--- config.mk ---
export PLATFORM = sky130hd
export DESIGN_NAME = dwl_row_decoder
export DESIGN_NICKNAME = d
export VERILOG_FILES = /design/src/rtl/dwl_pkg.sv /design/src/rtl/dwl_addr_capture.sv /design/src/rtl/dwl_predecode.sv /design/src/rtl/dwl_main_stage.sv /design/src/rtl/dwl_local_stage.sv /design/src/rtl/dwl_row_decoder.sv
export SDC_FILE = /design/constraint.sdc
export NUM_CORES = 1
export LEC_CHECK = 0
export BUFFER_PORTS_ARGS = -buffer_cell sky130_fd_sc_hd__clkbuf_2
export CELL_PAD_IN_SITES_DETAIL_PLACEMENT = 1
export CELL_PAD_IN_SITES_GLOBAL_PLACEMENT = 1
export CORE_ASPECT_RATIO = 1.4
export CORE_MARGIN = 1
export CORE_UTILIZATION = 20
export CTS_CLUSTER_DIAMETER = 40
export CTS_CLUSTER_SIZE = 24
export DETAILED_ROUTE_END_ITERATION = 12
export PLACE_DENSITY_LB_ADDON = 0.1
export SLEW_MARGIN = 20
export SYNTH_ARGS = -nofsm -noshare
export SYNTH_HDL_FRONTEND = slang
export SYNTH_SLANG_ARGS = --single-unit
export TNS_END_PERCENT = 10
--- constraint.sdc ---
create_clock -name clk -period 3.93 [get_ports clk]
set_clock_uncertainty 0.2 [all_clocks]
set_input_delay 1.179 -clock clk [delete_from_list [all_inputs] [get_ports clk]]
set_output_delay 1.179 -clock clk [all_outputs]
set_load 0.02 [all_outputs]
--- src/rtl/dwl_pkg.sv ---
package dwl_pkg;

  typedef enum logic {
    ST_IDLE   = 1'b0,
    ST_ACTIVE = 1'b1
  } acc_state_e;

  // number of predecode groups for a row address of row_w bits
  function automatic int num_groups(input int row_w, input int grp_w);
    return (row_w + grp_w - 1) / grp_w;
  endfunction

  // width of group g (the last group may be narrower)
  function automatic int group_width(input int row_w, input int grp_w, input int g);
    int rem;
    rem = row_w - g * grp_w;
    return (rem < grp_w) ? rem : grp_w;
  endfunction

  // total number of predecode lines over all groups
  function automatic int predecode_lines(input int row_w, input int grp_w);
    int n;
    n = 0;
    for (int g = 0; g < num_groups(row_w, grp_w); g++) begin
      n += (1 << group_width(row_w, grp_w, g));
    end
    return n;
  endfunction

endpackage

--- src/rtl/dwl_addr_capture.sv ---
module dwl_addr_capture
  import dwl_pkg::*;
#(
  parameter int ROW_BITS = 5,
  parameter int BLK_BITS = 2
) (
  input  logic                clk,
  input  logic                rst_n,
  input  logic                en_i,
  input  logic [ROW_BITS-1:0] row_i,
  input  logic [BLK_BITS-1:0] blk_i,
  output logic                active_o,
  output logic [ROW_BITS-1:0] row_o,
  output logic [BLK_BITS-1:0] blk_o
);

  acc_state_e          state_q, state_d;
  logic [ROW_BITS-1:0] row_q;
  logic [BLK_BITS-1:0] blk_q;
  logic                addr_load;

  // next state: follow the pulse; load address only at access start
  always_comb begin
    state_d   = en_i ? ST_ACTIVE : ST_IDLE;
    addr_load = (state_q == ST_IDLE) && en_i;
  end

  always_ff @(posedge clk or negedge rst_n) begin
    if (!rst_n) begin
      state_q <= ST_IDLE;
    end else begin
      state_q <= state_d;
    end
  end

  always_ff @(posedge clk or negedge rst_n) begin
    if (!rst_n) begin
      row_q <= '0;
      blk_q <= '0;
    end else if (addr_load) begin
      row_q <= row_i;
      blk_q <= blk_i;
    end
  end

  assign active_o = (state_q == ST_ACTIVE);
  assign row_o    = row_q;
  assign blk_o    = blk_q;

  // captured address may not move while the access continues
  assert_hold_addr_R6: assert property (@(posedge clk) disable iff (!rst_n)
    (state_q == ST_ACTIVE && en_i) |=> ($stable(row_q) && $stable(blk_q)));

  // a fresh access takes the address presented with the pulse
  assert_fresh_capture_R9: assert property (@(posedge clk) disable iff (!rst_n)
    (state_q == ST_IDLE && en_i) |=> (row_q == $past(row_i) && blk_q == $past(blk_i)));

endmodule

--- src/rtl/dwl_predecode.sv ---
module dwl_predecode #(
  parameter int IN_BITS = 2,
  localparam int N_OUT  = 1 << IN_BITS
) (
  input  logic               en_i,
  input  logic [IN_BITS-1:0] code_i,
  output logic [N_OUT-1:0]   sel_o
);

  always_comb begin
    sel_o = '0;
    if (en_i) begin
      sel_o[code_i] = 1'b1;
    end
  end

endmodule

--- src/rtl/dwl_main_stage.sv ---
module dwl_main_stage
  import dwl_pkg::*;
#(
  parameter int ROW_BITS = 5,
  parameter int GRP_BITS = 2,
  localparam int NGRP     = num_groups(ROW_BITS, GRP_BITS),
  localparam int PRE_N    = 1 << GRP_BITS,
  localparam int PRE_TOT  = predecode_lines(ROW_BITS, GRP_BITS),
  localparam int NUM_MAIN = 1 << ROW_BITS
) (
  input  logic [PRE_TOT-1:0]  pre_i,
  output logic [NUM_MAIN-1:0] main_o
);

  for (genvar r = 0; r < NUM_MAIN; r++) begin : g_row
    logic [NGRP-1:0] term;
    for (genvar g = 0; g < NGRP; g++) begin : g_term
      localparam int GW  = group_width(ROW_BITS, GRP_BITS, g);
      localparam int FLD = (r >> (g * GRP_BITS)) & ((1 << GW) - 1);
      assign term[g] = pre_i[g * PRE_N + FLD];
    end
    assign main_o[r] = &term;
  end

endmodule

--- src/rtl/dwl_local_stage.sv ---
module dwl_local_stage #(
  parameter int NUM_MAIN = 32,
  parameter int NUM_BLK  = 4,
  localparam int NUM_SUB = NUM_MAIN * NUM_BLK
) (
  input  logic [NUM_MAIN-1:0] main_i,
  input  logic [NUM_BLK-1:0]  blk_sel_i,
  output logic [NUM_SUB-1:0]  sub_o
);

  for (genvar r = 0; r < NUM_MAIN; r++) begin : g_main
    for (genvar b = 0; b < NUM_BLK; b++) begin : g_blk
      assign sub_o[r * NUM_BLK + b] = main_i[r] & blk_sel_i[b];
    end
  end

endmodule

--- src/rtl/dwl_row_decoder.sv ---
module dwl_row_decoder
  import dwl_pkg::*;
#(
  parameter int ROW_BITS = 5,
  parameter int BLK_BITS = 2,
  parameter int GRP_BITS = 2,
  localparam int NUM_MAIN = 1 << ROW_BITS,
  localparam int NUM_BLK  = 1 << BLK_BITS,
  localparam int NUM_SUB  = NUM_MAIN * NUM_BLK,
  localparam int NGRP     = num_groups(ROW_BITS, GRP_BITS),
  localparam int PRE_N    = 1 << GRP_BITS,
  localparam int PRE_TOT  = predecode_lines(ROW_BITS, GRP_BITS)
) (
  input  logic                clk,
  input  logic                rst_n,
  input  logic [ROW_BITS-1:0] row_addr_i,
  input  logic [BLK_BITS-1:0] blk_addr_i,
  input  logic                en_pulse_i,
  output logic [NUM_MAIN-1:0] main_wl_o,
  output logic [NUM_SUB-1:0]  sub_wl_o,
  output logic [NUM_BLK-1:0]  blk_sel_o
);

  logic                active;
  logic [ROW_BITS-1:0] row_q;
  logic [BLK_BITS-1:0] blk_q;
  logic [PRE_TOT-1:0]  pre_lines;

  dwl_addr_capture #(
    .ROW_BITS (ROW_BITS),
    .BLK_BITS (BLK_BITS)
  ) u_capture (
    .clk      (clk),
    .rst_n    (rst_n),
    .en_i     (en_pulse_i),
    .row_i    (row_addr_i),
    .blk_i    (blk_addr_i),
    .active_o (active),
    .row_o    (row_q),
    .blk_o    (blk_q)
  );

  // row predecode, one small decoder per address group
  for (genvar g = 0; g < NGRP; g++) begin : g_pre
    localparam int GW = group_width(ROW_BITS, GRP_BITS, g);
    dwl_predecode #(.IN_BITS(GW)) u_pre (
      .en_i   (active),
      .code_i (row_q[g * GRP_BITS +: GW]),
      .sel_o  (pre_lines[g * PRE_N +: (1 << GW)])
    );
  end

  dwl_predecode #(.IN_BITS(BLK_BITS)) u_blk_dec (
    .en_i   (active),
    .code_i (blk_q),
    .sel_o  (blk_sel_o)
  );

  dwl_main_stage #(
    .ROW_BITS (ROW_BITS),
    .GRP_BITS (GRP_BITS)
  ) u_main (
    .pre_i  (pre_lines),
    .main_o (main_wl_o)
  );

  dwl_local_stage #(
    .NUM_MAIN (NUM_MAIN),
    .NUM_BLK  (NUM_BLK)
  ) u_local (
    .main_i    (main_wl_o),
    .blk_sel_i (blk_sel_o),
    .sub_o     (sub_wl_o)
  );

  assert_quiet_after_low_R7: assert property (@(posedge clk) disable iff (!rst_n)
    !en_pulse_i |=> (main_wl_o == '0 && sub_wl_o == '0 && blk_sel_o == '0));

  assert_idle_quiet_R2: assert property (@(posedge clk) disable iff (!rst_n)
    !active |-> (sub_wl_o == '0 && main_wl_o == '0));

  assert_single_sub_R8: assert property (@(posedge clk) disable iff (!rst_n)
    $onehot0(sub_wl_o) && $onehot0(main_wl_o) && $onehot0(blk_sel_o));

  assert_sub_tracks_main_R8: assert property (@(posedge clk) disable iff (!rst_n)
    $countones(sub_wl_o) == $countones(main_wl_o));

  assert_main_row_R3: assert property (@(posedge clk) disable iff (!rst_n)
    (!active && en_pulse_i) |=> (main_wl_o == (NUM_MAIN'(1) << $past(row_addr_i))));

  assert_blk_sel_R5: assert property (@(posedge clk) disable iff (!rst_n)
    (!active && en_pulse_i) |=> (blk_sel_o == (NUM_BLK'(1) << $past(blk_addr_i))));

endmodule

==> results of run 1 <==
metal layers:
metal / GRT usage / vias to the layer above / share of wire
li1: - / 1099 / -
met2: 0.345 / 116 / 0.51
met1: 0.225 / 1039 / 0.40
met4: 0.0355 / 0 / 0.0093
met5: 0 / - / 0
met3: 0.0276 / 6 / 0.077
placed cells by master, fill, tap and decap left out:
| cell type | n |
|---|---|
| or4b_1 | 6 |
| dfrtp_1 | 8 |
| and3_1 | 1 |
| nand4b_1 | 10 |
| or4_1 | 1 |
| buf_4 | 8 |
| mux2_2 | 7 |
| clkbuf_2 | 173 |
| nor2_1 | 156 |
| and3b_1 | 2 |
| nor3b_1 | 1 |
| nor2b_1 | 1 |
| nand4_1 | 3 |
| nand4bb_1 | 11 |
| nor4_1 | 4 |
| clkbuf_8 | 3 |
| nand2b_1 | 2 |
| or2_2 | 1 |
| nand2_1 | 2 |
report_power, final:
part           switching [mW]  internal (mW)  total, mW
registers              0.0529         0.0931      0.146
logic                   0.134         0.0704      0.204
clock network          0.0289         0.0661     0.0950
total                   0.216          0.230      0.445
worst max path at each step:
stage               slack (ps)       endpoint                      startpoint  cells past startpoint
floorplan                  850   main_wl_o[1]  u_capture.row_o[2]$_DFFE_PN0P_                      4
global placement           680   sub_wl_o[74]  u_capture.row_o[1]$_DFFE_PN0P_                      3
detailed placement         670  sub_wl_o[104]  u_capture.row_o[0]$_DFFE_PN0P_                      3
CTS                        430   sub_wl_o[96]  u_capture.row_o[0]$_DFFE_PN0P_                      3
global route               280   sub_wl_o[76]  u_capture.row_o[1]$_DFFE_PN0P_                      3
finish                     420  sub_wl_o[104]  u_capture.row_o[0]$_DFFE_PN0P_                      3
Yosys cell counts, drive strengths merged:
| cell type | count | area [sq um] |
|---|---|---|
| nor2 | 156 | 586 |
| dfrtp | 8 | 200 |
| buf | 19 | 106 |
| or4 | 1 | 7.51 |
| nor3b | 1 | 7.51 |
| nand4bb | 11 | 124 |
| nand2b | 2 | 12.5 |
| or2 | 1 | 6.26 |
| nand4b | 10 | 87.6 |
| or4b | 6 | 60.1 |
| clkbuf | 22 | 83.8 |
| mux2 | 7 | 78.8 |
| nor2b | 1 | 6.26 |
| nor4 | 4 | 25.0 |
| and3b | 2 | 17.5 |
| nand2 | 2 | 7.51 |
| and3 | 1 | 6.26 |
| nand4 | 3 | 18.8 |
stage by stage:
step,std cells,instance area [sq um]
finish,495,2340
CTS,495,2340
global route,495,2340
floorplan,257,1440
global placement,492,2300
detailed placement,492,2300
worst reg2reg max path, stage by stage (launching register included):
cell and delay, ps:
dfrtp_1 360, buf_4 200, nor2b_1 530, mux2_2 400
kinds of logic after synthesis:
logic type             synth area share
buffers and inverters             0.132
muxes                            0.0547
and+or+nand+nor                   0.674
DFF                               0.139
flip-flops by register name (all words and copies together) (netlist names):
name	flops
u_capture.active_o	1
u_capture.blk_o	2
u_capture.row_o	5
cell type report:
type / count / area [sq um] / area share
well taps: 95 / 119 / 0.0509
clock buffers: 3 / 41.3 / 0.0177
flip-flops and latches: 8 / 200 / 0.0857
multi-input cells: 208 / 1050 / 0.450
repair buffers: 181 / 926 / 0.396
==> results.yml, run 1 <==
run_status:
  status: "complete, no violations"
yosys:
  synth_nets: 267
  netlist_area_sq_mm: 0.00144
  ys_seq_area_frac: 0.139
  avgSynthCellArea_sq_um: 5.61
  ys_types: 21
  ys_ff_latch: 8
  yosysWarnings: 0
  synth_cells: 257
clock_tree:
  cts_made_buffers: 3
  ctsLongestPathBuffers: 2
  htree_levels: 1
  clock-root-buffer: "clkbuf_8"
  clock_sinks: 8
  postCtsHoldBufs: 0
  cts_tree: "yes"
  ctsResizeCount: 0
  clk_pin_slew_ps: 40
  clkLatencyLatePin_ps: 220
  post_cts_buffers: 0
worst_setup_path:
  worstPathRequired_ps: 2550
  worstPathMaxFanout: 17
  critical_path_class: "flip-flop to output pin"
  critPathMaxStageDelay_ps: 920
  rr_startpoint: "u_capture.active_o$_DFF_PN0_"
  r2r-end: "u_capture.row_o[1]$_DFFE_PN0P_"
  worstPathCellList: "or4b_1, nor2_1, clkbuf_2"
  critPathArrivalTime_ps: 2130
  reg2reg_depth: 3
  path_delay_family: "simple AND/OR/NAND/NOR gates"
  crit_path_top_delay_cell: "or4b_1"
  ff2ff_setup_slack_ps: 2120
  end_kind: "output pin"
  path_buf_inv: 1
  worstSetupStartpointType: "flip-flop"
timing:
  hold_viol: 0
  worstMarginPinSlew_ps: 797
  tns_ps: 0
  worst_slack_ps: 423
  timing.final.crit_period_ps: 3510
  drv_slew: 0
  setup_violations: 0
  period_share: 0.892
  fmax_ghz: 0.285
  hold_ws_ps: 557
  rsz0062_at_grt: "false"
  slew_headroom: 0.469
min_path:
  min_from: "u_capture.blk_o[0]$_DFFE_PN0P_"
  min_to: "u_capture.blk_o[0]$_DFFE_PN0P_"
  holdPathStages: 1
  hold_class: "flip-flop to flip-flop"
global_routing:
  antenna_found_initial: 0
  grt_max_degree: 29
  track_usage: 0.186
  grt-ovfl-total: 0
  grt_pass1_vias: 1963
  grt_first_pass_wirelength_mm: 10.9
floorplan:
  dieArea_sq_mm: 0.00756
  die_w_microns: 73.8
  die_y_microns: 102
  initial_core_util: 0.206
  core_sq_mm: 0.00698
  pin_count: 174
  rows: 36
finish:
  diodes: 0
  drive_gt1_frac: 0.480
  syn_to_final_growth_pct: 62.2
  nFillCells: 979
  nets: 412
  fin_util: 0.335
routing:
  drt_first_pass_iters: 4
  ant_nets: 0
  routed_wl_mm: 7.56
  drc: 0
  vias: 2260
  drt_iter0_drc: 62
  wl_per_cell_microns: 15.3
  via_per_inst: 4.57
place:
  routabilityCongestion: 0.749
  dp_slack_ps: 669
  dp_hpwl_mm: 5.84
  io_buffers: 173
power_and_ir_drop:
  peakVddDrop_mv: 0.164
  p_per_area_mw_per_mm2: 190
  power_uw: 445
  leakage_nw: 1.18
job:
  max_cap_violations: 0
No activity file was read; power rests on OpenSTA's default activity.
==> run 2, diff against run 1 <==
--- a/config.mk
+++ b/config.mk
@@ -10,7 +10,7 @@
 export CELL_PAD_IN_SITES_GLOBAL_PLACEMENT = 1
 export CORE_ASPECT_RATIO = 1.4
 export CORE_MARGIN = 1
-export CORE_UTILIZATION = 20
+export CORE_UTILIZATION = 23
 export CTS_CLUSTER_DIAMETER = 40
 export CTS_CLUSTER_SIZE = 24
 export DETAILED_ROUTE_END_ITERATION = 12
@@ -18,5 +18,6 @@
 export SLEW_MARGIN = 20
 export SYNTH_ARGS = -nofsm -noshare
 export SYNTH_HDL_FRONTEND = slang
+export SYNTH_HIERARCHICAL = 1
 export SYNTH_SLANG_ARGS = --single-unit
 export TNS_END_PERCENT = 10
==> results.yml, run 2 <==
run_status:
  status: "complete, no violations"
clock_tree:
  clock_sinks: 8
  clock-root-buffer: "clkbuf_8"
  post_cts_buffers: 0
  htree_levels: 1
  ctsLongestPathBuffers: 2
  cts_made_buffers: 3
  clkLatencyLatePin_ps: 220
  cts_tree: "yes"
  postCtsHoldBufs: 0
  clk_pin_slew_ps: 40
  ctsResizeCount: 0
min_path:
  holdPathStages: 1
  min_to: "u_capture/row_o[4]$_DFFE_PN0P_"
  hold_class: "flip-flop to flip-flop"
  min_from: "u_capture/row_o[4]$_DFFE_PN0P_"
global_routing:
  antenna_found_initial: 0
  grt-ovfl-total: 0
  grt_max_degree: 34
  grt_pass1_vias: 1768
  grt_first_pass_wirelength_mm: 9.96
  track_usage: 0.177
finish:
  nets: 381
  most-common-layout-cells: "clkbuf_2 (173), and2_1 (117), and3_1 (26)"
  drive_gt1_frac: 0.575
  syn_to_final_growth_pct: 59.8
  final_common_cell: "clkbuf_2"
  stdcell_count: 443
  largest_reg_flops: 5
  diodes: 0
timing:
  tns_ps: 0
  hold_ws_ps: 338
  period_share: 0.846
  hold_viol: 0
  fmax_ghz: 0.301
  setup_violations: 0
  rsz0062_at_grt: "false"
  slew_headroom: 0.677
  worst_slack_ps: 606
  drv_slew: 0
  timing.final.crit_period_ps: 3320
  worstMarginPinSlew_ps: 484
floorplan:
  core_sq_mm: 0.00657
  initial_core_util: 0.238
  dieArea_sq_mm: 0.00714
  rows: 35
  die_w_microns: 71.7
  pin_count: 174
  die_y_microns: 99.6
routing:
  drt_first_pass_iters: 4
  drt_iter0_drc: 18
  ant_nets: 0
  via_per_inst: 4.52
  wl_per_cell_microns: 15.2
  routed_wl_mm: 6.75
  vias: 2004
  drc: 0
yosys:
  async_flop_share: 1.00
  yosysTopAreaCell: "and2_1"
  yosysMostFrequentCell: "and2_1"
  ys_seq_area_frac: 0.128
  ys_types: 12
  synth.area.top_cells: "and2_1 (47%), dfrtp_1 (13%), and3_1 (10%)"
  synth_nets: 215
  ys.flop_type: "dfrtp_1"
  synth_edf_count: 0
  ys_ff_latch: 8
  netlist.area_leader.share: 0.468
  synthTopCellsByCount: "and2_1 (117), and3_1 (26), and2_2 (12), clkbuf_2 (12), and3_2 (9)"
  netlist_area_sq_mm: 0.00156
  yosysWarnings: 6
  synth_cells: 205
  avgSynthCellArea_sq_um: 7.63
worst_setup_path:
  reg2reg_depth: 2
  r2r-end: "u_capture/blk_o[0]$_DFFE_PN0P_"
  worstSetupStartpointType: "flip-flop"
  rr_startpoint: "u_capture/active_o$_DFF_PN0_"
  ff2ff_setup_slack_ps: 2450
  worstPathMaxFanout: 15
  worstPathRequired_ps: 2550
  critical_path_class: "flip-flop to output pin"
  end_kind: "output pin"
  critPathArrivalTime_ps: 1950
power_and_ir_drop:
  leakage_nw: 1.63
  peakVddDrop_mv: 0.206
  p_per_area_mw_per_mm2: 128
  power_uw: 320
place:
  dp_hpwl_mm: 5.51
  place_inst: 440
  routabilityCongestion: 0.754
  io_buffers: 173
  dp_slack_ps: 794
job:
  max_cap_violations: 0
[run 2: cell count changes after synthesis, moves of 10 or more]
cell	previous run	this run
clkbuf_2	1	12
and3_1	1	26
nand4b_1	10	0
nor2_1	156	0
and2_2	0	12
clkbuf_1	21	0
and2_1	0	117
buf_2	16	0
nand4bb_1	11	0
[run 2: worst max path at each step]
stage / startpoint / endpoint / slack, ps
6_report: u_capture/active_o$_DFF_PN0_ / sub_wl_o[0] / 610
3_5_place_dp: u_capture/active_o$_DFF_PN0_ / sub_wl_o[85] / 790
3_3_place_gp: u_capture/active_o$_DFF_PN0_ / sub_wl_o[0] / 820
2_1_floorplan: u_capture/active_o$_DFF_PN0_ / sub_wl_o[0] / 1080
5_1_grt: u_capture/active_o$_DFF_PN0_ / sub_wl_o[85] / 430
4_1_cts: u_capture/active_o$_DFF_PN0_ / sub_wl_o[85] / 550
[run 2: cell type report]
class / count / area (sq um)
timing repair buffer: 176 / 888
fill: 896 / 4070
clock buffer: 3 / 41.3
multi-input combinational: 182 / 1280
sequential: 8 / 200
tap: 74 / 92.6
[run 2: cells by family (layout without fill, tap and decap cells)]
group / after synthesis / in the layout / share of synthesized area
DFF: 8 / 8 / 0.128
buffers and inverters: 15 / 179 / 0.0600
and+or+nand+nor: 175 / 175 / 0.745
muxes: 7 / 7 / 0.0672
[run 2: layer usage]
metal / wire length [microns] / vias to the layer above / track usage
li1: - / 983 / -
met1: 2550 / 928 / 0.187
met2: 3790 / 89 / 0.368
met3: 367 / 4 / 0.0182
met4: 42 / 0 / 0.0287
met5: 0 / - / 0
[run 2: through the flow]
| stage | utilization | instance area, sq um |
|---|---|---|
| 4_1_cts | 0.380 | 2500 |
| 6_report | 0.380 | 2500 |
| 5_1_grt | 0.380 | 2500 |
| 3_3_place_gp | 0.374 | 2460 |
| 2_1_floorplan | - | 1560 |
| 3_5_place_dp | 0.374 | 2460 |
[run 2: report_power, final]
| group | total [mW] | leakage (nW) | switching [mW] | internal, mW |
|---|---|---|---|---|
| combinational | 0.115 | 1.52 | 0.0723 | 0.0425 |
| clock | 0.0950 | 0.0216 | 0.0289 | 0.0660 |
| sequential | 0.111 | 0.0937 | 0.0167 | 0.0940 |
[run 2: critical path, cell delays in order (launching register included)]
cell,delay [ps]
dfrtp_1,560
nor3b_2,490
and3_1,330
and2_1,170
clkbuf_2,170
==> run 3, diff against run 2 <==
--- a/config.mk
+++ b/config.mk
@@ -10,7 +10,7 @@
 export CELL_PAD_IN_SITES_GLOBAL_PLACEMENT = 1
 export CORE_ASPECT_RATIO = 1.4
 export CORE_MARGIN = 1
-export CORE_UTILIZATION = 23
+export CORE_UTILIZATION = 22
 export CTS_CLUSTER_DIAMETER = 40
 export CTS_CLUSTER_SIZE = 24
 export DETAILED_ROUTE_END_ITERATION = 12
==> constraint.sdc (replaced) <==
create_clock -name clk -period 3.35 [get_ports clk]
set_clock_uncertainty 0.2 [all_clocks]
set_input_delay 1.005 -clock clk [delete_from_list [all_inputs] [get_ports clk]]
set_output_delay 1.005 -clock clk [all_outputs]
set_load 0.02 [all_outputs]
==> results.yml, run 3 (synthesis gave the netlist of run 2 again) <==
run_status:
  status: "complete, no violations"
floorplan:
  pin_count: 174
  die_y_microns: 102
  rows: 36
  core_sq_mm: 0.00694
  die_w_microns: 73.3
  initial_core_util: 0.225
  dieArea_sq_mm: 0.00746
worst_setup_path:
  path_buf_inv: 1
  critical_path_class: "flip-flop to output pin"
  worstPathCellList: "nor3b_2, and3_1, and2_1, clkbuf_2"
  crit_path_top_delay_cell: "dfrtp_1"
  worstPathMaxFanout: 15
  worstPathRequired_ps: 2140
  critPathArrivalTime_ps: 1950
  critPathMaxStageDelay_ps: 550
  worstSetupStartpointType: "flip-flop"
  end_kind: "output pin"
  path_delay_family: "simple AND/OR/NAND/NOR gates"
global_routing:
  track_usage: 0.176
  grt_max_degree: 34
  grt_pass1_vias: 1819
  busiest_layer: "met2"
  antenna_found_initial: 0
  grtUsageMet1: 0.191
  use_met3: 0.0189
  grt-ovfl-total: 0
  grt_first_pass_wirelength_mm: 10.1
  grtUsageMet2: 0.363
routing:
  drt_first_pass_iters: 4
  via_per_inst: 4.40
  ant_nets: 0
  wl_per_cell_microns: 14.5
  vias: 2049
  routed_wl_mm: 6.78
  drt_iter0_drc: 44
  drc: 0
clock_tree:
  clock_sinks: 8
  clock-root-buffer: "clkbuf_8"
  clk_pin_slew_ps: 40
  htree_levels: 1
  cts_made_buffers: 3
  post_cts_buffers: 0
  postCtsHoldBufs: 0
  ctsResizeCount: 0
  clkLatencyLatePin_ps: 220
  cts_tree: "yes"
  ctsLongestPathBuffers: 2
finish:
  nets: 383
  diodes: 0
  largest_reg_flops: 5
  design_area_sq_mm: 0.00255
  fin_util: 0.368
  final_common_cell: "clkbuf_2"
  nFillCells: 947
  drive_gt1_frac: 0.577
  syn_to_final_growth_pct: 63.2
  most-common-layout-cells: "clkbuf_2 (173), and2_1 (117), and3_1 (26)"
place:
  dp_hpwl_mm: 5.43
  dp_slack_ps: 450
  io_buffers: 173
  dpl-instance-area_sq_mm: 0.00251
  routabilityCongestion: 0.704
timing:
  worst_slack_ps: 191
  hold_viol: 0
  tns_ps: 0
  hold_ws_ps: 354
  period_share: 0.943
  rsz0062_at_grt: "false"
  worstMarginPinSlew_ps: 534
  slew_headroom: 0.644
  fmax_ghz: 0.317
  timing.final.crit_period_ps: 3160
  setup_violations: 0
  drv_slew: 0
power_and_ir_drop:
  leakage_nw: 1.65
  p_per_area_mw_per_mm2: 151
  peakVddDrop_mv: 0.216
job:
  max_cap_violations: 0
min_path:
  hold_class: "flip-flop to flip-flop"
## run 3: cell count changes in the layout (fill, tap and decap cells not counted)
cell,change
buf_12,+1
buf_4,+1
## run 3: final timing paths
kind                                                 from                              to  slack, ps  depth (start not counted)
setup reg to reg             u_capture/active_o$_DFF_PN0_  u_capture/row_o[1]$_DFFE_PN0P_       1880                          2
setup / recovery             u_capture/active_o$_DFF_PN0_                    sub_wl_o[97]        190                          4
min in group asynchronous                           rst_n  u_capture/blk_o[1]$_DFFE_PN0P_        420                          1
max in group asynchronous                           rst_n  u_capture/blk_o[0]$_DFFE_PN0P_       2340                          1
hold reg to reg            u_capture/row_o[4]$_DFFE_PN0P_  u_capture/row_o[4]$_DFFE_PN0P_        350                          1
hold / removal             u_capture/row_o[4]$_DFFE_PN0P_  u_capture/row_o[4]$_DFFE_PN0P_        350                          1
## run 3: area by class of cell
class / count / area, sq um / area share
timing repair buffer: 178 / 916 / 0.359
tap: 95 / 119 / 0.0466
multi-input combinational: 182 / 1280 / 0.500
sequential: 8 / 200 / 0.0784
clock buffer: 3 / 41.3 / 0.0162
## run 3: through the flow
step / cells / power (mW)
CTS: 466 / 0.394
global route: 466 / 0.412
finish: 466 / 0.385
floorplan: 205 / 0.224
detailed placement: 463 / 0.280
global placement: 463 / 0.277
## run 3: metal layers
layer,part of all wire,up-vias,wire [microns]
li1,-,990,-
met1,0.37,966,2510
met2,0.56,91,3830
met3,0.065,2,438
met4,0.00059,0,4
met5,0,-,0
## run 3: power breakdown
part | switching [mW] | total (mW) | internal (mW)
registers | 0.0199 | 0.130 | 0.110
logic | 0.0874 | 0.142 | 0.0550
clock network | 0.0348 | 0.112 | 0.0776
